--- src/rtl/dbq_pkg.sv ---
package dbq_pkg;
  typedef enum logic [1:0] {
    RA_MODE = 2'd0,
    RA_STAT = 2'd1,
    RA_DEQ  = 2'd2,
    RA_ENQ  = 2'd3
  } reg_addr_e;

  localparam int MD_EN     = 0;
  localparam int MD_ADV    = 1;
  localparam int ST_QUEUED = 0;
  localparam int ST_FULL   = 4;
  localparam int ST_ERR    = 7;

  // Big-endian 8-byte record: byte 3 target, byte 5 source, bytes 6..7 info.
  function automatic logic [63:0] pack_rec(input logic [7:0] tgt,
                                           input logic [7:0] src,
                                           input logic [15:0] info);
    return {24'h0, tgt, 8'h0, src, info};
  endfunction
endpackage

--- src/rtl/dbq_ptr.sv ---
module dbq_ptr #(
  parameter int AW    = 32,
  parameter int OFF_W = 12,
  parameter int STEP  = 8
) (
  input  logic          clk,
  input  logic          rst,
  input  logic          load,
  input  logic [AW-1:0] load_val,
  input  logic          adv,
  output logic [AW-1:0] ptr,
  output logic [AW-1:0] ptr_adv
);
  localparam logic [OFF_W-1:0] STEP_V = OFF_W'(STEP);

  assign ptr_adv = {ptr[AW-1:OFF_W], ptr[OFF_W-1:0] + STEP_V};

  always_ff @(posedge clk) begin
    if (rst)       ptr <= '0;
    else if (load) ptr <= load_val;
    else if (adv)  ptr <= ptr_adv;
  end

  // an advance stays inside the ring and moves by one record
  a_r3_wrap_in_ring: assert property (@(posedge clk) disable iff (rst)
    (adv && !load) |=> (ptr[AW-1:OFF_W] == $past(ptr[AW-1:OFF_W])) &&
                       (ptr[OFF_W-1:0] == $past(ptr[OFF_W-1:0]) + STEP_V));
endmodule

--- src/rtl/dbq_status.sv ---
module dbq_status #(
  parameter int SW = 8
) (
  input  logic          clk,
  input  logic          rst,
  input  logic [SW-1:0] set_mask,
  input  logic [SW-1:0] clr_mask,
  input  logic          enable,
  output logic [SW-1:0] status,
  output logic          irq
);
  always_ff @(posedge clk) begin
    if (rst) begin
      status <= '0;
      irq    <= 1'b0;
    end else begin
      status <= (status & ~clr_mask) | set_mask;
      irq    <= (|status) && enable;
    end
  end

  // a flag raised in a cycle survives a clear in that cycle
  a_r7_set_wins: assert property (@(posedge clk) disable iff (rst)
    (|set_mask) |=> ((status & $past(set_mask)) == $past(set_mask)));

  // the interrupt only follows a pending flag on an enabled unit
  a_r10_irq_cause: assert property (@(posedge clk) disable iff (rst)
    irq |-> $past((|status) && enable));
endmodule

--- src/rtl/dbq_fmt.sv ---
module dbq_fmt #(
  parameter int AW = 32,
  parameter int RW = 64
) (
  input  logic          clk,
  input  logic          rst,
  input  logic          wr,
  input  logic [AW-1:0] addr,
  input  logic [7:0]    src,
  input  logic [7:0]    tgt,
  input  logic [15:0]   info,
  output logic          mem_we,
  output logic [AW-1:0] mem_addr,
  output logic [RW-1:0] mem_wdata
);
  import dbq_pkg::*;

  always_ff @(posedge clk) begin
    if (rst) begin
      mem_we    <= 1'b0;
      mem_addr  <= '0;
      mem_wdata <= '0;
    end else begin
      mem_we <= wr;
      if (wr) begin
        mem_addr  <= addr;
        mem_wdata <= RW'(pack_rec(tgt, src, info));
      end
    end
  end

  // the reserved bytes of a written record are zero
  a_r2_layout: assert property (@(posedge clk) disable iff (rst)
    mem_we |-> (mem_wdata[63:40] == 24'h0) && (mem_wdata[31:24] == 8'h0));
endmodule

--- src/rtl/dbq_top.sv ---
module dbq_top #(
  parameter int DW      = 32,
  parameter int ENTRIES = 512,
  parameter int REC_B   = 8
) (
  input  logic          clk,
  input  logic          rst,
  input  logic          db_valid,
  input  logic          db_err,
  input  logic [7:0]    db_src,
  input  logic [7:0]    db_tgt,
  input  logic [15:0]   db_info,
  input  logic          reg_we,
  input  logic [1:0]    reg_addr,
  input  logic [DW-1:0] reg_wdata,
  output logic [DW-1:0] reg_rdata,
  output logic          mem_we,
  output logic [DW-1:0] mem_addr,
  output logic [63:0]   mem_wdata,
  output logic          irq
);
  import dbq_pkg::*;

  localparam int OFF_W = $clog2(ENTRIES * REC_B);
  localparam int SW    = 8;

  logic [DW-1:0] mode_q;
  logic [DW-1:0] deq_ptr, deq_nxt, enq_ptr, enq_nxt;
  logic [SW-1:0] status, set_mask, clr_mask;
  logic en, q_full, q_empty, accept, wr_rec, deq_adv;
  logic wr_mode, wr_stat, wr_deq, wr_enq;

  assign en      = mode_q[MD_EN];
  assign wr_mode = reg_we && (reg_addr == RA_MODE);
  assign wr_stat = reg_we && (reg_addr == RA_STAT);
  assign wr_deq  = reg_we && (reg_addr == RA_DEQ);
  assign wr_enq  = reg_we && (reg_addr == RA_ENQ);

  assign q_full  = (enq_nxt[OFF_W-1:0] == deq_ptr[OFF_W-1:0]);
  assign q_empty = (enq_ptr[OFF_W-1:0] == deq_ptr[OFF_W-1:0]);
  assign accept  = db_valid && en && !db_err;
  assign wr_rec  = accept && !q_full;
  assign deq_adv = wr_mode && reg_wdata[MD_ADV] && !q_empty;

  always_comb begin
    set_mask            = '0;
    set_mask[ST_QUEUED] = wr_rec;
    set_mask[ST_FULL]   = accept && q_full;
    set_mask[ST_ERR]    = db_valid && en && db_err;
  end
  assign clr_mask = wr_stat ? reg_wdata[SW-1:0] : '0;

  always_ff @(posedge clk) begin
    if (rst) mode_q <= '0;
    else if (wr_mode) begin
      mode_q         <= reg_wdata;
      mode_q[MD_ADV] <= 1'b0;
    end
  end

  dbq_ptr #(.AW(DW), .OFF_W(OFF_W), .STEP(REC_B)) u_enq (
    .clk(clk), .rst(rst), .load(wr_enq), .load_val(reg_wdata),
    .adv(wr_rec), .ptr(enq_ptr), .ptr_adv(enq_nxt));

  dbq_ptr #(.AW(DW), .OFF_W(OFF_W), .STEP(REC_B)) u_deq (
    .clk(clk), .rst(rst), .load(wr_deq), .load_val(reg_wdata),
    .adv(deq_adv), .ptr(deq_ptr), .ptr_adv(deq_nxt));

  dbq_status #(.SW(SW)) u_stat (
    .clk(clk), .rst(rst), .set_mask(set_mask), .clr_mask(clr_mask),
    .enable(en), .status(status), .irq(irq));

  dbq_fmt #(.AW(DW), .RW(64)) u_fmt (
    .clk(clk), .rst(rst), .wr(wr_rec), .addr(enq_ptr),
    .src(db_src), .tgt(db_tgt), .info(db_info),
    .mem_we(mem_we), .mem_addr(mem_addr), .mem_wdata(mem_wdata));

  always_ff @(posedge clk) begin
    if (rst) reg_rdata <= '0;
    else begin
      case (reg_addr)
        RA_MODE: reg_rdata <= mode_q;
        RA_STAT: reg_rdata <= DW'(status);
        RA_DEQ:  reg_rdata <= deq_ptr;
        default: reg_rdata <= enq_ptr;
      endcase
    end
  end

  // a doorbell on a full ring is dropped and leaves the enqueue pointer
  a_r4_full_drop: assert property (@(posedge clk) disable iff (rst)
    (accept && q_full && !wr_enq) |=> !mem_we && (enq_ptr == $past(enq_ptr)));

  // a disabled unit writes nothing
  a_r9_disabled_quiet: assert property (@(posedge clk) disable iff (rst)
    (db_valid && !en) |=> !mem_we);

  // an errored doorbell writes nothing
  a_r6_err_nowrite: assert property (@(posedge clk) disable iff (rst)
    (db_valid && db_err) |=> !mem_we);

  // the dequeue pointer never moves past the enqueue pointer on its own
  a_r8_no_adv_empty: assert property (@(posedge clk) disable iff (rst)
    (q_empty && !reg_we) |=> (deq_ptr == $past(deq_ptr)));
endmodule

--- config.mk ---
export PLATFORM = sky130hd
export DESIGN_NAME = dbq_top
export DESIGN_NICKNAME = d
export VERILOG_FILES = /design/src/rtl/dbq_pkg.sv /design/src/rtl/dbq_ptr.sv /design/src/rtl/dbq_status.sv /design/src/rtl/dbq_fmt.sv /design/src/rtl/dbq_top.sv
export SDC_FILE = /design/constraint.sdc
export NUM_CORES = 1
export LEC_CHECK = 0
export ABC_AREA = 0
export BUFFER_PORTS_ARGS = -buffer_cell sky130_fd_sc_hd__buf_2
export CAP_MARGIN = 20
export CORE_UTILIZATION = 55
export CTS_CLUSTER_SIZE = 30
export DETAILED_ROUTE_END_ITERATION = 12
export GPL_TIMING_DRIVEN = 0
export PLACE_DENSITY = 0.79
export SLEW_MARGIN = 20
export SYNTH_ARGS = -nofsm -noshare
export SYNTH_HDL_FRONTEND = slang
export SYNTH_HIERARCHICAL = 1
export SYNTH_SLANG_ARGS = --single-unit
--- constraint.sdc ---
create_clock -name clk -period 3.4 [get_ports clk]
set_input_delay 0.34 -clock clk [delete_from_list [all_inputs] [get_ports clk]]
set_output_delay 0.34 -clock clk [all_outputs]
set_load 0.005 [all_outputs]
# Word level (Yosys, flattened, before mapping)
# Cells that the tools add are included.
[word_totals]
ff_bits = 201
inputBits = 71
output_inout_bits = 130
elab_cells = 46
[op_classes]
add_sub_neg = 2
eq_ne = 5
muxes = 6
bitwise_logic = 3
reduce_logical = 19
[op_table]
columns = ["operator", "count"]
rows = [
  ["32-bit case mux with 3 select lines", 1],
  ["32-bit 2-to-1 mux", 2],
  ["12-bit by 4-bit adder with 12-bit output (second input constant)", 2],
  ["12-bit equality test", 2],
  ["12-bit 2-to-1 mux", 2],
  ["1-bit logical AND", 12],
  ["8-bit AND", 1],
  ["8-bit 2-to-1 mux", 1],
  ["8-bit NOT", 1],
  ["8-bit bitwise OR", 1],
  ["8-bit OR reduction", 1],
  ["2-bit equality test (second input constant)", 2],
  ["2-bit nonzero test", 2],
  ["1-bit logical NOT", 3],
  ["2-bit by 1-bit equality test with 1-bit output (second input constant)", 1],
  ["2-bit logical NOT", 1],
]

# Logic depth before layout (Yosys ltp)
# Gate-level depths: netlist of run 1.
[depth]
depth_word = 6
depth_mapped = 12

# Cells and area by module
# Netlist of run 1, hierarchy kept.
[by_module_without_submodules]
columns = ["mod", "n_inst", "cells_each", "area_per_inst_um2"]
rows = [
  ["dbq_ptr", 2, 176, 1612.8],
  ["dbq_top", 1, 325, 3042.9],
  ["dbq_fmt", 1, 241, 2555.0],
  ["dbq_status", 1, 38, 342.8],
]

# Worst setup path after synthesis of run 1
# OpenSTA, ideal clock, no wires.
[synth_timing]
kind = "reg2reg"
start = "register u_enq.ptr[3]"
end = "register u_enq.ptr[10]"
arrival_time_ns = 2.694
required_ns = 3.318
path_slack_ns = 0.624
stages_incl_launch_ff = 13
synth_period_minus_slack_ns = 2.776
path_cell_list = "dfxtp_1 -> ha_1 -> nand3_4 -> nor2_1 -> xor2_1 -> xnor2_1 -> nand4_1 -> nor3_1 -> nor3_1 -> buf_4 -> nor3b_2 -> or4b_1 -> o221ai_1"
[synth_between]
elab_chain_cells = 5
elab_cells_between_ends = 7
[synth_rtl]
columns = ["item", "line_no", "rtl"]
rows = [
  ["start, declared", "dbq_ptr.sv:11", "output logic [AW-1:0] ptr,"],
  ["start signal, assigned", "dbq_ptr.sv:20", "else if (load) ptr <= load_val;"],
  ["start signal, assigned", "dbq_ptr.sv:21", "else if (adv) ptr <= ptr_adv;"],
  ["12-bit by 4-bit adder with 12-bit output", "dbq_ptr.sv:16", "assign ptr_adv = {ptr[AW-1:OFF_W], ptr[OFF_W-1:0] + STEP_V};"],
  ["named net enq_nxt[9]", "dbq_top.sv:28", "logic [DW-1:0] deq_ptr, deq_nxt, enq_ptr, enq_nxt;"],
  ["12-bit equality test", "dbq_top.sv:39", "assign q_full = (enq_nxt[OFF_W-1:0] == deq_ptr[OFF_W-1:0]);"],
  ["1-bit logical NOT", "dbq_top.sv:42", "assign wr_rec = accept && !q_full;"],
  ["1-bit logical AND", "dbq_top.sv:42", ""],
  ["named net set_mask[0]", "dbq_top.sv:29", "logic [SW-1:0] status, set_mask, clr_mask;"],
  ["2-bit nonzero test (no line)", "-", ""],
]
# The timed path passes the listed nets, and every way through them passes these cells. The select of a mux whose other input is x is not followed.
# A chain may end at the register's enable or synchronous reset.

# Worst setup path in the final report of run 1
[layout_timing]
start = "register u_enq.ptr[4]"
end = "register u_enq.ptr[10]"
# Same word-level chain as after synthesis.

==> out/qor.yml, run 1 <==
status: "complete, no violations"
yosysWarnings: 6
drt-total-wl_um: 21800
dp_cells: 1311
cts_htree_levels: 1
mostFrequentLayoutCells: "dfxtp_1 (200), buf_2 (178), nor2_1 (152)"
grt_usage_pct: 26.3
grt_pass1_vias: 6630
clock_latency_ns: 0.50
portBuffers: 165
setup_tns_ns: 0
clk_pin_slew_worst_paths_ns: 0.07
drv_cap: 0
cp.arrival_ns: 3.58
cts_num_sinks: 201
cp_max_fo: 10
die_area_um2: 16400
io_pins: 201
power_density_nw_per_um2: 500
finalHoldViolations: 0
synthCells: 900
drtIter0Drc: 498
initial_core_util_pct: 57.0
required_ns: 3.83
cts_tree: "built"
viasPerCell: 5.18
ir_drop_mv: 0.406
core_area_um2: 15400
final_common_cell: "dfxtp_1"
globalplace.congestion: 0.887
period_share_pct: 92.8
syn_area_um2: 8760
grt_max_degree: 16
multi_input_area_um2: 4150
finalNonFillerCells: 1351
syn2layout_area_growth_pct: 22.9
leakage_uw: 0.00457
fin_worst_skew_ns: 0.0170
maxSlewViolCount: 0
dp_hpwl_um: 15400
drc: 0
finalCriticalPeriod_ns: 3.15
worstSetupStartpointType: "register"
end_kind: "register"
fmax_ghz: 0.317
hold_class: "in -> reg"
cts_made_buffers: 21
first_pass_iters: 5
gr-total-overflow: 0
wl_per_cell_um: 16.2
slew_headroom_pct: 42.2
num_rows: 45
grt_pass1_wl_um: 33900
drive_gt1_share_pct: 30.4
cts_buffer_depth: 3
syn-mean-instance-area_um2: 9.73
antenna_found_initial: 0
rsz0062_at_grt: "no"
drtAntennaViolNets: 0
setup_viol: 0
cts-root-buf: "clkbuf_16"
fillers: 1218
diodes: 0
num_vias: 7001
die_x_um: 128
path_class: "reg -> reg"
nets: 1198
worst_pin_slew_ns: 0.867
seq_area_um2: 4030
fin_util_pct: 70.0
die_h_um: 128
total_power_uw: 5380
through the flow:
| step | hold slack (ns) | instance area (µm²) | worst slack (ns) |
|---|---|---|---|
| final | 0.0520 | 10800 | 0.246 |
| after global routing | 0.0311 | 10800 | 0.0397 |
| after CTS | 0.0295 | 10700 | 0.112 |
| after detailed placement | 0.447 | 9980 | -0.140 |
| after floorplan | 0.437 | 8890 | 0.626 |
| after global placement | 0.442 | 9980 | -0.116 |
routing by layer:
layer  part of all wire [%]  global-route usage [%]  vias up
li1                       -                       -     3416
met1                     42                    33.9     3264
met4                    2.4                    9.69        0
met2                     48                    43.8      284
met5                      0                       0        -
met3                    8.4                    5.18       37
flip-flops by register name (all words and copies together), names as in the netlist:
signal	flops
reg_rdata	32
u_deq/ptr	32
u_enq/ptr	32
u_fmt/mem_addr	32
u_fmt/mem_wdata	32
mode_q	31
u_stat/status	8
u_fmt/mem_we	1
u_stat/irq	1
final timing paths:
| kind | startpoint | endpoint | slack, ns | cells past startpoint |
|---|---|---|---|---|
| max | u_enq/ptr[4]$_SDFFE_PP0P_ | u_enq/ptr[10]$_SDFFE_PP0P_ | 0.25 | 12 |
| min | rst | u_stat/status[0]$_SDFF_PP0_ | 0.05 | 2 |
| max reg2reg | u_enq/ptr[4]$_SDFFE_PP0P_ | u_enq/ptr[10]$_SDFFE_PP0P_ | 0.25 | 12 |
| min reg2reg | mode_q[23]$_SDFFE_PP0P_ | mode_q[23]$_SDFFE_PP0P_ | 0.46 | 2 |
critical path: stages (launching register included):
cell,delay [ns]
dfxtp_1,0.54
ha_2,0.33
nand3_4,0.14
nor2_1,0.16
xor2_1,0.19
xnor2_1,0.11
nand4_1,0.10
nor3_2,0.07
nor3_2,0.37
buf_4,0.25
nor3b_2,0.26
or4b_1,0.46
o221ai_1,0.08
cell type report:
type                       instances  area share [%]
clock inverter                    15            1.86
timing repair buffer             167            7.81
tap                              211            2.45
sequential                       201            37.4
buffer                            98            6.40
multi-input combinational        625            38.5
inverter                          11           0.384
clock buffer                      23            5.14
power breakdown:
group          total [µW]  switching (µW)  internal [µW]
Clock                2480             982           1500
Combinational         435             239            196
Sequential           2460            51.2           2410
repair_timing:
item                                    CTS  global route
hold buffers                              0             0
pin swaps                                 0             1
buffers inserted                          0             2
gates resized for setup                   1             3
endpoints found under the setup margin    3             4
No activity file was read; power rests on OpenSTA's default activity.
==> inputs of run 2 (changes only) <==
- ABC_AREA: 0 -> 1
- PLACE_DENSITY: 0.79 -> 0.78
==> run 2 against run 1 <==
Clock-buffer cell count rose by 4. Critical path depth rose by 6. Critical endpoint is now u_enq/ptr[4]$_SDFFE_PP0P_. Critical path type unchanged. Utilization fell by 1.0 points. Highest routed layer unchanged.
==> out/qor.yml, run 2 <==
status: "complete, no violations"
gr-total-overflow: 0
first_pass_iters: 6
clock_latency_ns: 0.50
io_pins: 201
clk_pin_slew_worst_paths_ns: 0.06
path_class: "reg -> reg"
cts_buffer_depth: 3
syn_area_um2: 9230
required_ns: 3.85
final_common_cell: "nor2_1"
slew_headroom_pct: 55.8
leakage_uw: 0.00568
num_rows: 46
core_area_um2: 16100
crit_slowest_cell: "dfxtp_1"
initial_core_util_pct: 57.3
crit_chain: "ha_1 > nand2_1 > nor2_1 > nand3_1 > and2_2 > inv_1 > nand2_1 > nand2_1 > nand2_1 > nor2_1 > nand3_1 > nand2_1 > inv_1 > nor2_2 > nand2_1 > nand3_1 > nand2_1 > inv_1"
synthCells: 1358
finalHoldViolations: 0
die_area_um2: 17300
drive_gt1_share_pct: 19.8
num_vias: 9004
worstSetupStartpointType: "register"
fin_worst_skew_ns: 0.00956
syn-mean-instance-area_um2: 6.80
fillers: 1466
grt_max_degree: 15
cpMostUsedCell: "nand2_1"
total_power_uw: 5230
period_share_pct: 85.2
drtAntennaViolNets: 0
ir_drop_mv: 0.360
setup_tns_ns: 0
post_cts_resized: 0
power_density_nw_per_um2: 470
cts-root-buf: "clkbuf_16"
end_kind: "register"
cts_made_buffers: 21
dp_hpwl_um: 18200
drt-total-wl_um: 25300
cts_num_sinks: 201
die_x_um: 132
syn2layout_area_growth_pct: 20.4
finalCriticalPeriod_ns: 2.90
slowest_delay_ns: 0.51
yosysWarnings: 6
nets: 1656
rsz0062_at_grt: "no"
grt_usage_pct: 28.9
die_h_um: 132
wl_per_cell_um: 14.0
viasPerCell: 4.97
mostFrequentLayoutCells: "nor2_1 (312), nand2_1 (285), dfxtp_1 (201)"
antenna_found_initial: 1
drv_cap: 0
grt_pass1_vias: 8277
worst_pin_slew_ns: 0.663
grt_pass1_wl_um: 40700
cts_setup_buffers: 0
drc: 0
maxSlewViolCount: 0
cp.arrival_ns: 3.34
fmax_ghz: 0.345
setup_viol: 0
diodes: 0
holdBufCountCts: 0
cts_htree_levels: 1
cp_max_fo: 9
portBuffers: 167
globalplace.congestion: 0.900
drtIter0Drc: 717
hold_class: "in -> reg"
cts_tree: "built"
## run 2: cell type report
type	instances	area [µm²]	share of cell area [%]
sequential	201	4020	36.2
multi-input combinational	913	3970	35.7
tap	216	270	2.43
buffer	101	703	6.33
inverter	178	669	6.02
timing repair buffer	167	836	7.52
clock inverter	10	60.1	0.540
clock buffer	27	588	5.29
## run 2: power by group
| group | internal, µW | switching, µW | total [µW] |
|---|---|---|---|
| Sequential | 2450 | 63.4 | 2510 |
| Combinational | 218 | 331 | 548 |
| Clock | 1230 | 946 | 2170 |
## run 2: stage by stage
step / instances / setup WS (ns) / hold WS [ns] / area [µm²] / utilization (%)
after global placement: 1776 / 0.681 / 0.435 / 10500 / 65.0
final: 1813 / 0.502 / 0.101 / 11100 / 69.0
after floorplan: 1393 / 1.26 / 0.411 / 9360 / -
after detailed placement: 1776 / 0.647 / 0.443 / 10500 / 65.0
after global routing: 1813 / 0.235 / 0.101 / 11100 / 69.0
after CTS: 1813 / 0.606 / 0.0930 / 11100 / 69.0
## run 2: worst max-delay path: cells and delay by family, from the launching register on
family | cells | cell delay, ns
buf+inv | 3 | 0.24
flops | 1 | 0.51
fa+ha+maj | 1 | 0.26
simple gates | 14 | 1.85
## run 2: routing by layer
| metal | up-vias | GRT usage [%] | part of all wire, % |
|---|---|---|---|
| met5 | - | 0 | 0 |
| met4 | 0 | 11.6 | 2.9 |
| met2 | 433 | 48.1 | 46 |
| met1 | 3991 | 37.1 | 42 |
| met3 | 51 | 4.71 | 9.1 |
| li1 | 4529 | - | - |
## run 2: worst paths after layout
| path | from | endpoint | slack (ns) | cells past startpoint |
|---|---|---|---|---|
| setup / recovery | u_enq/ptr[3]$_SDFFE_PP0P_ | u_enq/ptr[4]$_SDFFE_PP0P_ | 0.50 | 18 |
| setup reg to reg | u_enq/ptr[3]$_SDFFE_PP0P_ | u_enq/ptr[4]$_SDFFE_PP0P_ | 0.50 | 18 |
| hold reg to reg | mode_q[10]$_SDFFE_PP0P_ | mode_q[10]$_SDFFE_PP0P_ | 0.45 | 2 |
| hold / removal | reg_wdata[2] | u_deq/ptr[2]$_SDFFE_PP0P_ | 0.10 | 3 |
==> inputs of run 3 (changes only) <==
- CORE_ASPECT_RATIO: unset -> 0.6
==> run 3 against run 2 <==
Utilization shrank 1.1 points. Maximum frequency shrank 4.8%. Global-route usage grew 1.9 points. Die area is essentially flat. Largest cell class unchanged. Largest power group unchanged. Highest routed layer unchanged.
==> out/qor.yml, run 3 (synthesis gave the netlist of run 2 again) <==
worst_slack_ns: 0.357
globalplace.congestion: 0.959
cts_htree_levels: 1
grt_usage_pct: 30.8
r2r_cells: 16
rsz0062_at_grt: "no"
viasPerCell: 5.03
drive_gt1_share_pct: 19.4
period_share_pct: 89.5
path_class: "reg -> reg"
cts_buffer_depth: 3
antenna_found_initial: 0
crit_chain: "ha_1 > nand2_1 > nor2_1 > nand3_1 > and2_2 > inv_1 > nand2_1 > nand2_1 > nand2_1 > nor2_1 > nand3_1 > nand2_1 > inv_1 > nor2_2 > a22oi_1 > a21oi_1"
first_pass_iters: 7
core_area_um2: 16300
final_common_cell: "nor2_1"
crit_family: "simple AND/OR/NAND/NOR gates"
cts_num_sinks: 201
drtIter0Drc: 1000
ir_drop_mv: 0.261
num_rows: 36
setup_tns_ns: 0
leakage_uw: 0.00565
drtAntennaViolNets: 0
die_h_um: 102
crit_slowest_cell: "dfxtp_1"
dp_hpwl_um: 20300
drc: 0
finalHoldViolations: 0
die_x_um: 169
cts-root-buf: "clkbuf_16"
holdPathStages: 3
cts_setup_buffers: 0
post_cts_resized: 0
end_kind: "register"
cts_tree: "built"
fillers: 1493
drv_cap: 0
crit_cells: 16
diodes: 0
cp_max_fo: 9
cpMostUsedCell: "nand2_1"
dpl_worst_slack_ns: 0.510
cp.arrival_ns: 3.45
gr-total-overflow: 0
hold_class: "in -> reg"
finalCriticalPeriod_ns: 3.04
required_ns: 3.81
drt-total-wl_um: 27000
num_vias: 9158
worst_pin_slew_ns: 0.589
seq_area_um2: 4020
slew_headroom_pct: 60.7
io_pins: 201
wl_per_cell_um: 14.8
multi_input_area_um2: 3970
worstSetupStartpointType: "register"
fin_worst_skew_ns: 0.0123
fmax_ghz: 0.329
portBuffers: 167
total_power_uw: 5150
critPathBufInv: 2
power_density_nw_per_um2: 465
setup_viol: 0
clock_latency_ns: 0.48
grt_pass1_wl_um: 41600
clk_pin_slew_worst_paths_ns: 0.07
status: "complete, no violations"
holdBufCountCts: 0
cts_made_buffers: 19
grt_pass1_vias: 7902
slowest_delay_ns: 0.51
nets: 1654
mostFrequentLayoutCells: "nor2_1 (312), nand2_1 (285), dfxtp_1 (201)"
initial_core_util_pct: 56.6
die_area_um2: 17300
syn2layout_area_growth_pct: 20.0
grt_max_degree: 16
maxSlewViolCount: 0
run 3: cell count changes in the layout (fill, tap and decap cells not counted), sizes merged:
cell / before / now
clkbuf: 39 / 35
bufinv: 0 / 2
inv: 178 / 176
clkinv: 9 / 8
clkinvlp: 1 / 0
run 3: tightest hold or removal path: stages:
cell and delay (ns):
buf_2 0.10, nor2_1 0.04, nor2_1 0.08
run 3: per-stage QoR:
stage / util [%] / cell area (µm²) / hold slack, ns / cells
after global routing: 67.9 / 11100 / 0.124 / 1819
after global placement: 64.3 / 10500 / 0.442 / 1788
after detailed placement: 64.3 / 10500 / 0.442 / 1788
final: 67.9 / 11100 / 0.113 / 1819
after CTS: 67.9 / 11100 / 0.105 / 1819
after floorplan: - / 9360 / 0.411 / 1393
run 3: worst paths after layout:
kind                           endpoint                      start  slack, ns
min reg2reg       u_stat/irq$_SDFF_PP0_     mode_q[0]$_SDFFE_PP0P_       0.45
min          u_enq/ptr[21]$_SDFFE_PP0P_              reg_wdata[21]       0.11
max reg2reg   u_enq/ptr[6]$_SDFFE_PP0P_  u_enq/ptr[3]$_SDFFE_PP0P_       0.36
max           u_enq/ptr[6]$_SDFFE_PP0P_  u_enq/ptr[3]$_SDFFE_PP0P_       0.36
run 3: metal layers:
layer  vias up  routed length [µm]  GRT usage, %
met2       487               11000          44.1
met1      4128               12400          45.4
met5         -                   0             0
li1       4509                   -             -
met4         0                 420          5.96
met3        34                3230          9.22
run 3: power breakdown:
part           total (µW)  switching (µW)  internal (µW)
sequential           2510            67.0           2440
combinational         562             344            218
clock                2080             879           1200
run 3: area by class of cell:
cell class,count,share of cell area (%)
Clock inverter,8,0.813
Timing Repair Buffer,167,7.55
Clock buffer,23,4.52
Inverter,178,6.04
Multi-Input combinational cell,913,35.8
Sequential cell,201,36.3
Tap cell,228,2.58
Buffer,101,6.35
